--- src/rtl/dct_pkg.sv ---
package dct_pkg;
  localparam int CNT_W    = 8;
  localparam int TICK_N   = 7;
  localparam int SEL_W    = $clog2(TICK_N + 1);
  localparam int TIMERS   = 2;
  localparam int WIDE_W   = CNT_W * TIMERS;
  localparam logic [SEL_W-1:0] SEL_CASCADE = '1;

  // control-register bit positions
  localparam int B_FLAG  = 7;
  localparam int B_CLR   = 6;
  localparam int B_IEN   = 5;
  localparam int B_SELHI = 3;
  localparam int B_SELLO = 1;
  localparam int B_START = 0;

  typedef enum logic [1:0] {
    A_CTL0  = 2'd0,
    A_DATA0 = 2'd1,
    A_CTL1  = 2'd2,
    A_DATA1 = 2'd3
  } regAddr_t;

  typedef struct packed {
    logic             clr0;
    logic             clr1;
    logic             run0;
    logic             run1;
    logic             cascade;
    logic [SEL_W-1:0] sel0;
    logic [SEL_W-1:0] sel1;
    logic [CNT_W-1:0] cmp0;
    logic [CNT_W-1:0] cmp1;
  } ctlToDp_t;
endpackage

--- src/rtl/dctLane.sv ---
module dctLane
  import dct_pkg::*;
(
  input  logic             clk,
  input  logic             rstN,
  input  logic             clr,
  input  logic             step,
  output logic [CNT_W-1:0] cnt
);
  always_ff @(posedge clk or negedge rstN) begin
    if (!rstN)     cnt <= '0;
    else if (clr)  cnt <= '0;
    else if (step) cnt <= cnt + 1'b1;
  end
endmodule

--- src/rtl/dctDatapath.sv ---
module dctDatapath
  import dct_pkg::*;
(
  input  logic              clk,
  input  logic              rstN,
  input  ctlToDp_t          ctl,
  input  logic [TICK_N-1:0] tickIn,
  output logic [CNT_W-1:0]  cnt0,
  output logic [CNT_W-1:0]  cnt1,
  output logic              hit0,
  output logic              hit1
);
  localparam int PAD_N = 1 << SEL_W;

  logic [PAD_N-1:0]  tickPad;
  logic [TIMERS-1:0] tickSel;
  logic [TIMERS-1:0] laneStep;
  logic [TIMERS-1:0] laneClr;
  logic [CNT_W-1:0]  laneCnt [TIMERS];
  logic [SEL_W-1:0]  selArr  [TIMERS];
  logic              carry;
  logic [WIDE_W-1:0] wideNext;

  // unused source codes read as a permanently low strobe
  assign tickPad   = {{(PAD_N-TICK_N){1'b0}}, tickIn};
  assign selArr[0] = ctl.sel0;
  assign selArr[1] = ctl.sel1;

  genvar gi;
  generate
    for (gi = 0; gi < TIMERS; gi++) begin : g_lane
      assign tickSel[gi] = tickPad[selArr[gi]];
      dctLane u_lane (
        .clk  (clk),
        .rstN (rstN),
        .clr  (laneClr[gi]),
        .step (laneStep[gi]),
        .cnt  (laneCnt[gi])
      );
    end
  endgenerate

  assign cnt0 = laneCnt[0];
  assign cnt1 = laneCnt[1];

  always_comb begin
    laneStep[0] = ctl.run0 & tickSel[0];
    carry       = laneStep[0] & (cnt0 == {CNT_W{1'b1}});
    laneClr[0]  = ctl.clr0;
    if (ctl.cascade) begin
      laneStep[1] = carry;
      laneClr[1]  = ctl.clr0;
    end else begin
      laneStep[1] = ctl.run1 & tickSel[1];
      laneClr[1]  = ctl.clr1;
    end
  end

  assign wideNext = {cnt1, cnt0} + 1'b1;

  always_comb begin
    if (ctl.cascade) begin
      hit0 = laneStep[0] & ~laneClr[0] & (wideNext == {ctl.cmp1, ctl.cmp0});
      hit1 = 1'b0;
    end else begin
      hit0 = laneStep[0] & ~laneClr[0] & ((cnt0 + 1'b1) == ctl.cmp0);
      hit1 = laneStep[1] & ~laneClr[1] & ((cnt1 + 1'b1) == ctl.cmp1);
    end
  end
endmodule

--- src/rtl/dctControl.sv ---
module dctControl
  import dct_pkg::*;
(
  input  logic             clk,
  input  logic             rstN,
  input  logic             wrEn,
  input  logic             rdEn,
  input  logic [1:0]       addr,
  input  logic [CNT_W-1:0] wrData,
  input  logic [CNT_W-1:0] cnt0,
  input  logic [CNT_W-1:0] cnt1,
  input  logic             hit0,
  input  logic             hit1,
  output ctlToDp_t         ctl,
  output logic [CNT_W-1:0] rdData,
  output logic             rdValid,
  output logic             flag0,
  output logic             flag1,
  output logic             irq0,
  output logic             irq1
);
  logic             ien0, ien1, run0, run1;
  logic [SEL_W-1:0] sel0, sel1;
  logic [CNT_W-1:0] cmp0, cmp1;
  logic             wrCtl0, wrCtl1, wrDat0, wrDat1;
  logic             cascade;
  logic [SEL_W-1:0] newSel;
  logic [CNT_W-1:0] ctlByte0, ctlByte1, rdNext;

  assign wrCtl0  = wrEn & (regAddr_t'(addr) == A_CTL0);
  assign wrDat0  = wrEn & (regAddr_t'(addr) == A_DATA0);
  assign wrCtl1  = wrEn & (regAddr_t'(addr) == A_CTL1);
  assign wrDat1  = wrEn & (regAddr_t'(addr) == A_DATA1);
  assign newSel  = wrData[B_SELHI:B_SELLO];
  assign cascade = (sel1 == SEL_CASCADE);

  always_ff @(posedge clk or negedge rstN) begin
    if (!rstN) begin
      ien0 <= 1'b0; sel0 <= '0; run0 <= 1'b0;
      ien1 <= 1'b0; sel1 <= '0; run1 <= 1'b0;
      cmp0 <= '0;   cmp1 <= '0;
    end else begin
      if (wrCtl0) begin
        ien0 <= wrData[B_IEN];
        sel0 <= newSel;
        run0 <= wrData[B_START];
      end
      if (wrCtl1) begin
        ien1 <= wrData[B_IEN];
        sel1 <= newSel;
        run1 <= wrData[B_START];
      end
      if (wrDat0) cmp0 <= wrData;
      if (wrDat1) cmp1 <= wrData;
    end
  end

  // match has priority over a software clear in the same cycle
  always_ff @(posedge clk or negedge rstN) begin
    if (!rstN) begin
      flag0 <= 1'b0;
      flag1 <= 1'b0;
    end else begin
      if (hit0)                        flag0 <= 1'b1;
      else if (wrCtl0 & wrData[B_CLR]) flag0 <= 1'b0;
      if (hit1)                        flag1 <= 1'b1;
      else if (wrCtl1 & wrData[B_CLR]) flag1 <= 1'b0;
    end
  end

  always_comb begin
    ctl         = '0;
    ctl.clr0    = wrCtl0 & wrData[B_START] & ~run0;
    ctl.clr1    = wrCtl1 & wrData[B_START] & ~run1 & (newSel != SEL_CASCADE);
    ctl.run0    = run0;
    ctl.run1    = run1;
    ctl.cascade = cascade;
    ctl.sel0    = sel0;
    ctl.sel1    = sel1;
    ctl.cmp0    = cmp0;
    ctl.cmp1    = cmp1;
  end

  assign irq0 = flag0 & ien0;
  assign irq1 = flag1 & ien1 & ~cascade;

  assign ctlByte0 = {flag0, 1'b0, ien0, 1'b0, sel0, run0};
  assign ctlByte1 = {flag1, 1'b0, ien1, 1'b0, sel1, run1};

  always_comb begin
    unique case (regAddr_t'(addr))
      A_CTL0:  rdNext = ctlByte0;
      A_DATA0: rdNext = cnt0;
      A_CTL1:  rdNext = ctlByte1;
      default: rdNext = cnt1;
    endcase
  end

  always_ff @(posedge clk or negedge rstN) begin
    if (!rstN) begin
      rdValid <= 1'b0;
      rdData  <= '0;
    end else begin
      rdValid <= rdEn;
      if (rdEn) rdData <= rdNext;
    end
  end
endmodule

--- src/rtl/dualCmpTimer.sv ---
module dualCmpTimer
  import dct_pkg::*;
(
  input  logic              clk,
  input  logic              rstN,
  input  logic              wrEn,
  input  logic              rdEn,
  input  logic [1:0]        addr,
  input  logic [7:0]        wrData,
  output logic [7:0]        rdData,
  output logic              rdValid,
  input  logic [6:0]        tickIn,
  output logic              irq0,
  output logic              irq1
);
  ctlToDp_t         ctl;
  logic [CNT_W-1:0] cnt0, cnt1;
  logic             hit0, hit1;
  logic             flag0, flag1;

  dctControl u_ctl (
    .clk(clk), .rstN(rstN), .wrEn(wrEn), .rdEn(rdEn), .addr(addr),
    .wrData(wrData), .cnt0(cnt0), .cnt1(cnt1), .hit0(hit0), .hit1(hit1),
    .ctl(ctl), .rdData(rdData), .rdValid(rdValid),
    .flag0(flag0), .flag1(flag1), .irq0(irq0), .irq1(irq1)
  );

  dctDatapath u_dp (
    .clk(clk), .rstN(rstN), .ctl(ctl), .tickIn(tickIn),
    .cnt0(cnt0), .cnt1(cnt1), .hit0(hit0), .hit1(hit1)
  );
endmodule

--- config.mk ---
export PLATFORM = sky130hd
export DESIGN_NAME = dualCmpTimer
export DESIGN_NICKNAME = d
export VERILOG_FILES = /design/src/rtl/dct_pkg.sv /design/src/rtl/dctLane.sv /design/src/rtl/dctDatapath.sv /design/src/rtl/dctControl.sv /design/src/rtl/dualCmpTimer.sv
export SDC_FILE = /design/constraint.sdc
export NUM_CORES = 1
export LEC_CHECK = 0
export BUFFER_PORTS_ARGS = -buffer_cell sky130_fd_sc_hd__buf_2
export CORE_MARGIN = 5
export CORE_UTILIZATION = 55
export CTS_BUF_LIST = sky130_fd_sc_hd__clkbuf_4 sky130_fd_sc_hd__clkbuf_8
export CTS_CLUSTER_SIZE = 12
export DETAILED_ROUTE_END_ITERATION = 8
export MAX_ROUTING_LAYER = met4
export PLACE_DENSITY = 0.8
export SYNTH_ARGS = -nofsm -noshare
export SYNTH_HDL_FRONTEND = slang
export SYNTH_SLANG_ARGS = --single-unit
--- constraint.sdc ---
create_clock -name clk -period 6 [get_ports clk]
set_input_delay 0.6 -clock clk [delete_from_list [all_inputs] [get_ports clk]]
set_output_delay 0.6 -clock clk [all_outputs]
set_load 0.005 [all_outputs]
==> results, run 1 <==
- On the critical path, the stage with the largest delay is an instance of o31a_1.
- At the pin with the least slew margin, the transition time is 659 ps.
- The post-route cell area is 0.00343 sq mm.
- After the first detailed-routing iteration, the DRC count stood at 190.
- VDD sags by at most 0.000188 V.
- The final weighted congestion in routability-driven placement is 0.941.
- The root buffer selected by CTS is clkbuf_8.
- The minimum setup slack in the final design is 3280 ps.
- The via count of the first global-routing pass is 2279.
- A synthesized cell averages 10.8 sq um.
- The initial antenna violation count is 0.
- Summed over all layers, the global routing overflow is 0.
- The die is 85.8 microns tall.
- After synthesis, the cell types taking the most area are dfrtp_1 (42%), mux2_2 (10%), mux4_2 (5.0%).
- The commonest cells after synthesis are dfrtp_1 (53), mux2_2 (28), o21ai_0 (22), nand2_1 (19), xnor2_1 (15).
- TritonCTS built the clock tree.
- The number of distinct library cells after synthesis is 51.
- 0 antenna diodes ended up in the layout.
- The maximum single-stage delay on the critical path is 620 ps.
- The most used flip-flop cell after synthesis is dfrtp_1.
- Before antenna repair, the detailed router went through 5 iterations.
- The worst setup path startpoint is u_ctl.sel0[0].
- The total count of hold-check failures in the final report was 0.
- The clock slew seen by the registers of the worst setup and hold paths is 90 ps.
- The maximum frequency from static timing analysis is 368 MHz.
- For this design the ratio of total power to cell area is 327 mW/mm^2.
- The number of register bits inferred by synthesis is 53.
- The placed instances occupy a cell area of 0.00332 sq mm.
- In this run the critical register-to-register path is launched from u_ctl.sel0[0].
- The worst hold slack after final layout is 388 ps.
- After floorplanning, the core was sized to cover 0.00554 sq mm.
- The HPWL after detailed placement is 5370 microns.
- After detailed routing, the number of vias per cell comes to 6.25.
- The combinational share of power is 31.2%.
- Leaving out filler cells and counting taps, the final layout contains 388.
- The count of max-cap constraint violations is 0.
- The final route contains 2425 vias.
- The count of cells resized by post-cts repair is 0.
- OpenSTA, run right after detailed placement, puts the worst setup slack at 3120 ps.
- The reported net switching power is 392 uW.
- The signal on the critical path passes through mux4_2, o211ai_4, o31a_1, mux2_1, a21o_1.
- The switching share of total power is 35.0%.
- dfrtp_1 takes more of the synthesized area than any other cell.
- The leakage power summed over all cells is 0.00153 uW.
- The number of flops mapped to enable cells by yosys is 0.
- The kind of critical path is reg -> reg.
- Summed over all failing endpoints, the final setup total negative slack is 0 ps.
- The max-slew violation count is 0.
- The worst slew slack as a fraction of its limit is 56.1%.
- The maximum number of pins on one net before global-route repair is 54.
- The die covers 0.00735 sq mm.
- In the final layout, flip-flops and latches occupy 0.00133 sq mm.
- The number of rows created at floorplan is 27.
- In this run, flip-flops and latches consume 47.6% of the power.
- Sequential cells were found to cover 42.0% of the synthesized design area.
- The type of destination of the critical path is a flip-flop.
- The post-synthesis async set-or-reset flop share is 100%.
- The worst setup path is launched from a flip-flop.
- The wire length after detailed routing is 7200 microns.
- At the worst endpoint, the required time is 6210 ps.
- The clock sink count is 53.
- The most frequent cell after synthesis is dfrtp_1.
- The post-detailed-route wirelength per cell is 18.6 microns.
- For the worst setup path, the data arrival time is 2930 ps.
- Setup repair after global routing left no endpoint under its margin.
- Setup violations remaining at the end of the flow were counted as 0.
- The total internal power is 728 uW.
- The period utilization is 45.3%.
- The count of hold-fix buffers inserted at cts is 0.
- The final layout contains 339 nets.
- When the netlist entered floorplanning its net count stood at 315.
- During I/O placement, the number of pins put on the boundary was 32.
- In the final layout, the multi-input gates occupy 0.00171 sq mm.
- The path class of the lowest-slack min-delay path is in -> async.
- Once the clock tree was built, the setup fixing pass inserted 0 buffers.
- In this run the worst path has a maximum fanout of 17.
- The Yosys step of the flow raised 0 warnings.
- After detailed routing, the number of remaining DRC violations is 0.
- The shortest period the worst path allows is 2720 ps.
- For this configuration, the core starts out at a cell density of 57.0%.
- Between clock sinks in the finished design, the worst skew comes to 6.48 ps.
- The H-tree was split into 2 levels.
- Buffers placed on the I/O ports in this run total 31.
- Synthesis handed over a netlist of 292 instances.
- The count of nets left with antenna violations once routing finished came out at 0.
- The share of synthesized area in the top cell type comes to 42.0%.
- The wire length of the first global-routing pass is 11900 microns.
- The largest buffer count on any clock path is 2.
- The die span in x is 85.8 microns.
- The fraction of final layout cells with drive strength greater than 1 is 25.6%.
- For the worst-skew pair, the clock arrives at the later sink with an insertion delay of 310 ps.
- Once placement completed, the tool counted placed cells totaling 381.
- In this run, the clock network consumes 21.2% of the power.
- In this run, CTS created clock tree buffers numbering 5.
- Compared with the post-synthesis result, the final layout area differs by 8.56%.
- The overall routing resource usage is 21.3%.
- The run finished with clean final reports.
- The number of fill cells is 457.
- The netlist area before placement is 0.00316 sq mm.
==> per-layer routing <==
metal  up-vias  track usage, %  wire length, microns
met5         -               -                     0
met4         0            4.89                    93
met3        11            4.13                   550
met2        99            32.0                  3340
met1      1191            30.1                  3220
li1       1124               -                     -
==> power by group through the flow <==
| stage | Sequential [uW] | Clock (uW) | Combinational, uW |
|---|---|---|---|
| floorplan | 490 | 0 | 299 |
| global placement | 533 | 0 | 336 |
| detailed placement | 537 | 0 | 349 |
| CTS | 530 | 242 | 349 |
| global route | 543 | 257 | 385 |
| finish | 534 | 237 | 349 |
==> worst max-delay path: cells and delay by family (launching register included) <==
| family | cells | cell delay (ps) |
|---|---|---|
| AOI/OAI and AO/OA | 3 | 1210 |
| muxes | 2 | 940 |
| DFF | 1 | 470 |
==> path summary, 6_finish.rpt <==
kind / to / slack [ps] / cells past startpoint
setup reg to reg: u_dp.g_lane[1].u_lane.cnt[6] / 3280 / 5
setup / recovery: u_dp.g_lane[1].u_lane.cnt[6] / 3280 / 5
max in group asynchronous: u_dp.g_lane[1].u_lane.cnt[6] / 5170 / 2
min in group clk: u_ctl.cmp0[0] / 510 / 2
hold reg to reg: u_ctl.cmp0[0] / 510 / 2
hold / removal: u_ctl.cmp0[1] / 390 / 2
==> placed cells by master, fill, tap and decap left out, types with 2 or more instances in the layout <==
| cell type | instances |
|---|---|
| o31ai_1 | 4 |
| a21oi_1 | 2 |
| clkbuf_8 | 5 |
| xor2_1 | 12 |
| buf_2 | 31 |
| nand3b_1 | 4 |
| nand2b_1 | 5 |
| o31a_1 | 2 |
| dfrtp_1 | 53 |
| mux2_2 | 28 |
| a211o_1 | 5 |
| mux2i_1 | 6 |
| inv_1 | 8 |
| o22ai_1 | 4 |
| o21ai_0 | 22 |
| and3b_1 | 2 |
| nand3_1 | 14 |
| nor3_1 | 7 |
| nand2_1 | 19 |
| ha_1 | 2 |
| and3_1 | 5 |
| o41ai_1 | 2 |
| a21o_1 | 2 |
| nand4_1 | 4 |
| a31oi_1 | 3 |
| o211ai_1 | 3 |
| mux4_2 | 7 |
| xnor2_1 | 15 |
| nor2_1 | 14 |
| nor3b_1 | 5 |
==> cell families (layout without fill, tap and decap cells) <==
| kind of cell | count (synthesis) | in the layout | share of synthesized area, % |
|---|---|---|---|
| buf+inv | 23 | 47 | 3.69 |
| mux | 43 | 43 | 18.1 |
| xor+xnor | 27 | 27 | 7.49 |
| simple gates | 89 | 89 | 15.7 |
| flops | 53 | 53 | 42.0 |
| compound gates | 55 | 55 | 12.2 |
| fa+ha+maj | 2 | 2 | 0.793 |
==> registers in the layout (all words and copies together), names as in the netlist <==
register	flops
u_ctl.cmp1	8
u_ctl.run1	1
u_ctl.rdValid	1
u_dp.g_lane.u_lane.cnt	16
u_ctl.flag0	1
u_ctl.rdData	8
u_ctl.ien0	1
u_ctl.flag1	1
u_ctl.sel0	3
u_ctl.sel1	3
u_ctl.run0	1
u_ctl.ien1	1
u_ctl.cmp0	8
==> stage by stage <==
stage               utilization [%]  total power [uW]
detailed placement             60.0               886
global placement               60.0               868
finish                         61.9              1120
CTS                            61.9              1120
global route                   61.9              1190
floorplan                         -               789
==> area by class of cell <==
| type | instances | area share, % |
|---|---|---|
| clock inverter | 2 | 1.02 |
| timing repair buffer | 32 | 4.75 |
| sequential | 53 | 38.7 |
| inverter | 8 | 0.876 |
| multi-input combinational | 216 | 50.0 |
| clock buffer | 5 | 2.01 |
| tap | 72 | 2.63 |
(Power assumes the default switching activity.)
==> inputs of run 2 (changes only) <==
- clock period: 6 -> 2.8 ns (I/O delays scaled with it)
==> run 2 against run 1 <==
Effect of this change: clock power increased by 85%; sequential share of layout area about the same; total power grew 110%; routed wire length increased by 5.0%; via count grew 2.2%; core utilization about the same; die area unchanged; setup slack got worse by 3000 ps; combinational power grew 120%; non-clock buffer count up 2; global-route usage increased by 1.7 points; clock skew grew 2.2 ps; critical path type unchanged; critical endpoint is now u_ctl.flag0.
==> results, run 2 (synthesized netlist as in run 1, its figures left out) <==
- The clock slew seen by the registers of the worst setup and hold paths came to 100 ps (was 90 ps).
- The type of destination of the critical path is a flip-flop (unchanged).
- The count of cells resized by post-cts repair is 0 (unchanged).
- The power density over cell area came to 687 mW/mm^2 (was 327 mW/mm^2).
- The die span in x was 85.8 microns (unchanged).
- Most used cells in the layout excluding fill and tap cells: dfrtp_1 (53), buf_2 (31), mux2_2 (28), o21ai_0 (22), nand2_1 (19) (unchanged).
- The number of rows created at floorplan is 27 (unchanged).
- The number of fill cells is 456 (was 457).
- The number of flip-flops in the largest register is 16 (unchanged).
- The setup fix buffers added after clock tree synthesis came to 0 (unchanged).
- The maximum frequency from static timing analysis is 400 MHz (was 368 MHz).
- The maximum number of pins on one net before global-route repair came to 54 (unchanged).
- The final sum of negative setup slack is 0 ps (unchanged).
- The count of max-cap constraint violations is 0 (unchanged).
- The number of setup violations in the final report is 0 (unchanged).
- The setup skew after layout is 8.73 ps (was 6.48 ps).
- The endpoint of the worst-slack reg-to-reg timing path is u_ctl.flag0 (was u_dp.g_lane[1].u_lane.cnt[6]).
- The clock sink count is 53 (unchanged).
- The number of buffers added by the clock tree synthesis step is 5 (unchanged).
- The standard cell with the maximum stage delay on the critical path is or4b_1 (was o31a_1).
- The worst-case register-to-register setup slack is 300 ps (was 3280 ps).
- The final global-route overflow total was 0 (unchanged).
- The number of DRC markers after the initial detailed-route iteration was 276 (was 190).
- RSZ-0062 raised after global routing: no (unchanged).
- The final layout net count was 341 (was 339).
- The number of detailed-routing iterations run before antenna repair was 5 (unchanged).
- The effective utilization at floorplan is 57.0% (unchanged).
- The family with the most delay on the worst path is simple AND/OR/NAND/NOR gates (was compound AO/OA/AOI/OAI gates).
- The worst setup path startpoint is u_dp.g_lane[1].u_lane.cnt[0] (was u_ctl.sel0[0]).
- The initial antenna violation count is 0 (unchanged).
- The per-cell via count in the routed design is 6.34 (was 6.25).
- The largest buffer count on any clock path was 2 (unchanged).
- The cell depth of the worst flop-to-flop path is 7 (was 5).
- The capture point of the worst path is u_ctl.flag0 (was u_dp.g_lane[1].u_lane.cnt[6]).
- The fraction of final layout cells with drive strength greater than 1 was 26.3% (was 25.6%).
- The wire length after detailed routing was 7560 microns (was 7200 microns).
- The leakage power summed over all cells is 0.00153 uW (about the same).
- The detailed-route DRC error count is 0 (unchanged).
- The via count of the routed design is 2479 (was 2425).
- The maximum single-stage delay on the critical path is 540 ps (was 620 ps).
- The period utilization came to 89.3% (was 45.3%).
- The path class of the lowest-slack min-delay path is in -> async (unchanged).
- The overall routing resource usage is 23.0% (was 21.3%).
- The area enclosed by the die boundary is 0.00735 sq mm (unchanged).
- The HPWL after detailed placement is 5850 microns (was 5370 microns).
- Ordered cell list for the critical path: ha_1, and3_1, nand3_1, or4b_1, o21ai_1, a41oi_1, o41ai_1 (was mux4_2, o211ai_4, o31a_1, mux2_1, a21o_1).
- The final weighted congestion in routability-driven placement came to 0.946 (was 0.941).
- The arrival time at the worst endpoint was 2700 ps (was 2930 ps).
- The measured slew at the worst slew-check pin is 667 ps (was 659 ps).
- The largest register by flop count is u_dp.g_lane.u_lane.cnt (unchanged).
- The H-tree depth reported by CTS was 2 (unchanged).
- The launch point of the worst reg-to-reg path is u_dp.g_lane[1].u_lane.cnt[0] (was u_ctl.sel0[0]).
- The number of routed nets with antenna violations is 0 (unchanged).
- The placed cell count came to 383 (was 381).
- The number of port buffers came to 31 (unchanged).
- The die outline height is 85.8 microns (unchanged).
- The worst slew slack as a fraction of its limit is 55.5% (was 56.1%).
- The post-detailed-route wirelength per cell is 19.3 microns (was 18.6 microns).
- The clock latency reported for the late side of the worst-skew pair is 310 ps (about the same).
- The layout-stage area growth over the synthesis result came to 8.60% (was 8.56%).
- Run status: finished, final reports clean (unchanged).
- The CTS tree is done (unchanged).
- The data required time at the worst endpoint is 3000 ps (was 6210 ps).
- The root buffer selected by CTS is clkbuf_8 (unchanged).
- The number of primary I/O pins is 32 (unchanged).
- The most frequent standard cell in the layout excluding fill and tap cells is dfrtp_1 (unchanged).
- The kind of critical path is reg -> reg (unchanged).
- The via count of the first global-routing pass is 2444 (was 2279).
- The total count of hold-check failures in the final report is 0 (unchanged).
- The count of hold-fix buffers inserted at cts is 0 (unchanged).
- The count of cell instances traversed by the critical path is 7 (was 5).
- The startpoint type of the worst setup path is a flip-flop (unchanged).
- The top fanout value on the critical path is 7 (was 17).
- The shortest period the worst path allows is 2500 ps (was 2720 ps).
- The number of buffers and inverters on the critical path came to 0 (unchanged).
- The count of placed standard cells in the final layout, fillers left out was 391 (was 388).
- The placeable core region was 0.00554 sq mm (unchanged).
- The maximum VDD drop came to 0.000332 V (was 0.000188 V).
- The number of inserted diodes came to 0 (unchanged).
- The wire length of the first global-routing pass is 12900 microns (was 11900 microns).
- The max-slew violation count is 0 (unchanged).
==> run 2: worst min path at each step <==
stage | from | endpoint
3_5_place_dp | rstN | u_ctl.cmp0[2]
6_report | rstN | u_ctl.cmp0[2]
5_1_grt | rstN | u_dp.g_lane[1].u_lane.cnt[0]
2_1_floorplan | rstN | u_ctl.cmp0[0]
3_3_place_gp | rstN | u_ctl.cmp0[2]
4_1_cts | rstN | u_ctl.sel0[0]
==> run 2: per-stage QoR <==
stage	power (uW)	instance area, sq um	worst slack, ps	hold WS [ps]	util, %
floorplan	1690	3160	681	-15.6	-
global placement	1890	3340	535	440	60.3
detailed placement	1920	3340	417	440	60.3
CTS	2360	3430	334	104	61.9
global route	2520	3430	126	127	61.9
finish	2360	3430	300	86.2	61.9
==> run 2: final cells by class <==
type | instances | area (sq um) | area share [%]
clock inverter | 3 | 21.3 | 0.620
tap | 72 | 90.1 | 2.63
sequential | 53 | 1330 | 38.7
timing repair buffer | 34 | 178 | 5.18
clock buffer | 5 | 68.8 | 2.01
inverter | 8 | 30.0 | 0.876
multi-input combinational | 216 | 1710 | 50.0
==> run 2: power by group <==
part           switching, uW  internal [uW]
clock network            260            178
logic                    381            396
registers                227            914
==> run 2: layer usage <==
metal / part of all wire, % / routed length (microns) / up-vias / track usage (%)
met5: 0 / 0 / - / -
met4: 2.8 / 212 / 0 / 7.48
met3: 6.7 / 510 / 15 / 4.13
met2: 47 / 3530 / 125 / 35.5
met1: 44 / 3310 / 1212 / 31.0
li1: - / - / 1127 / -
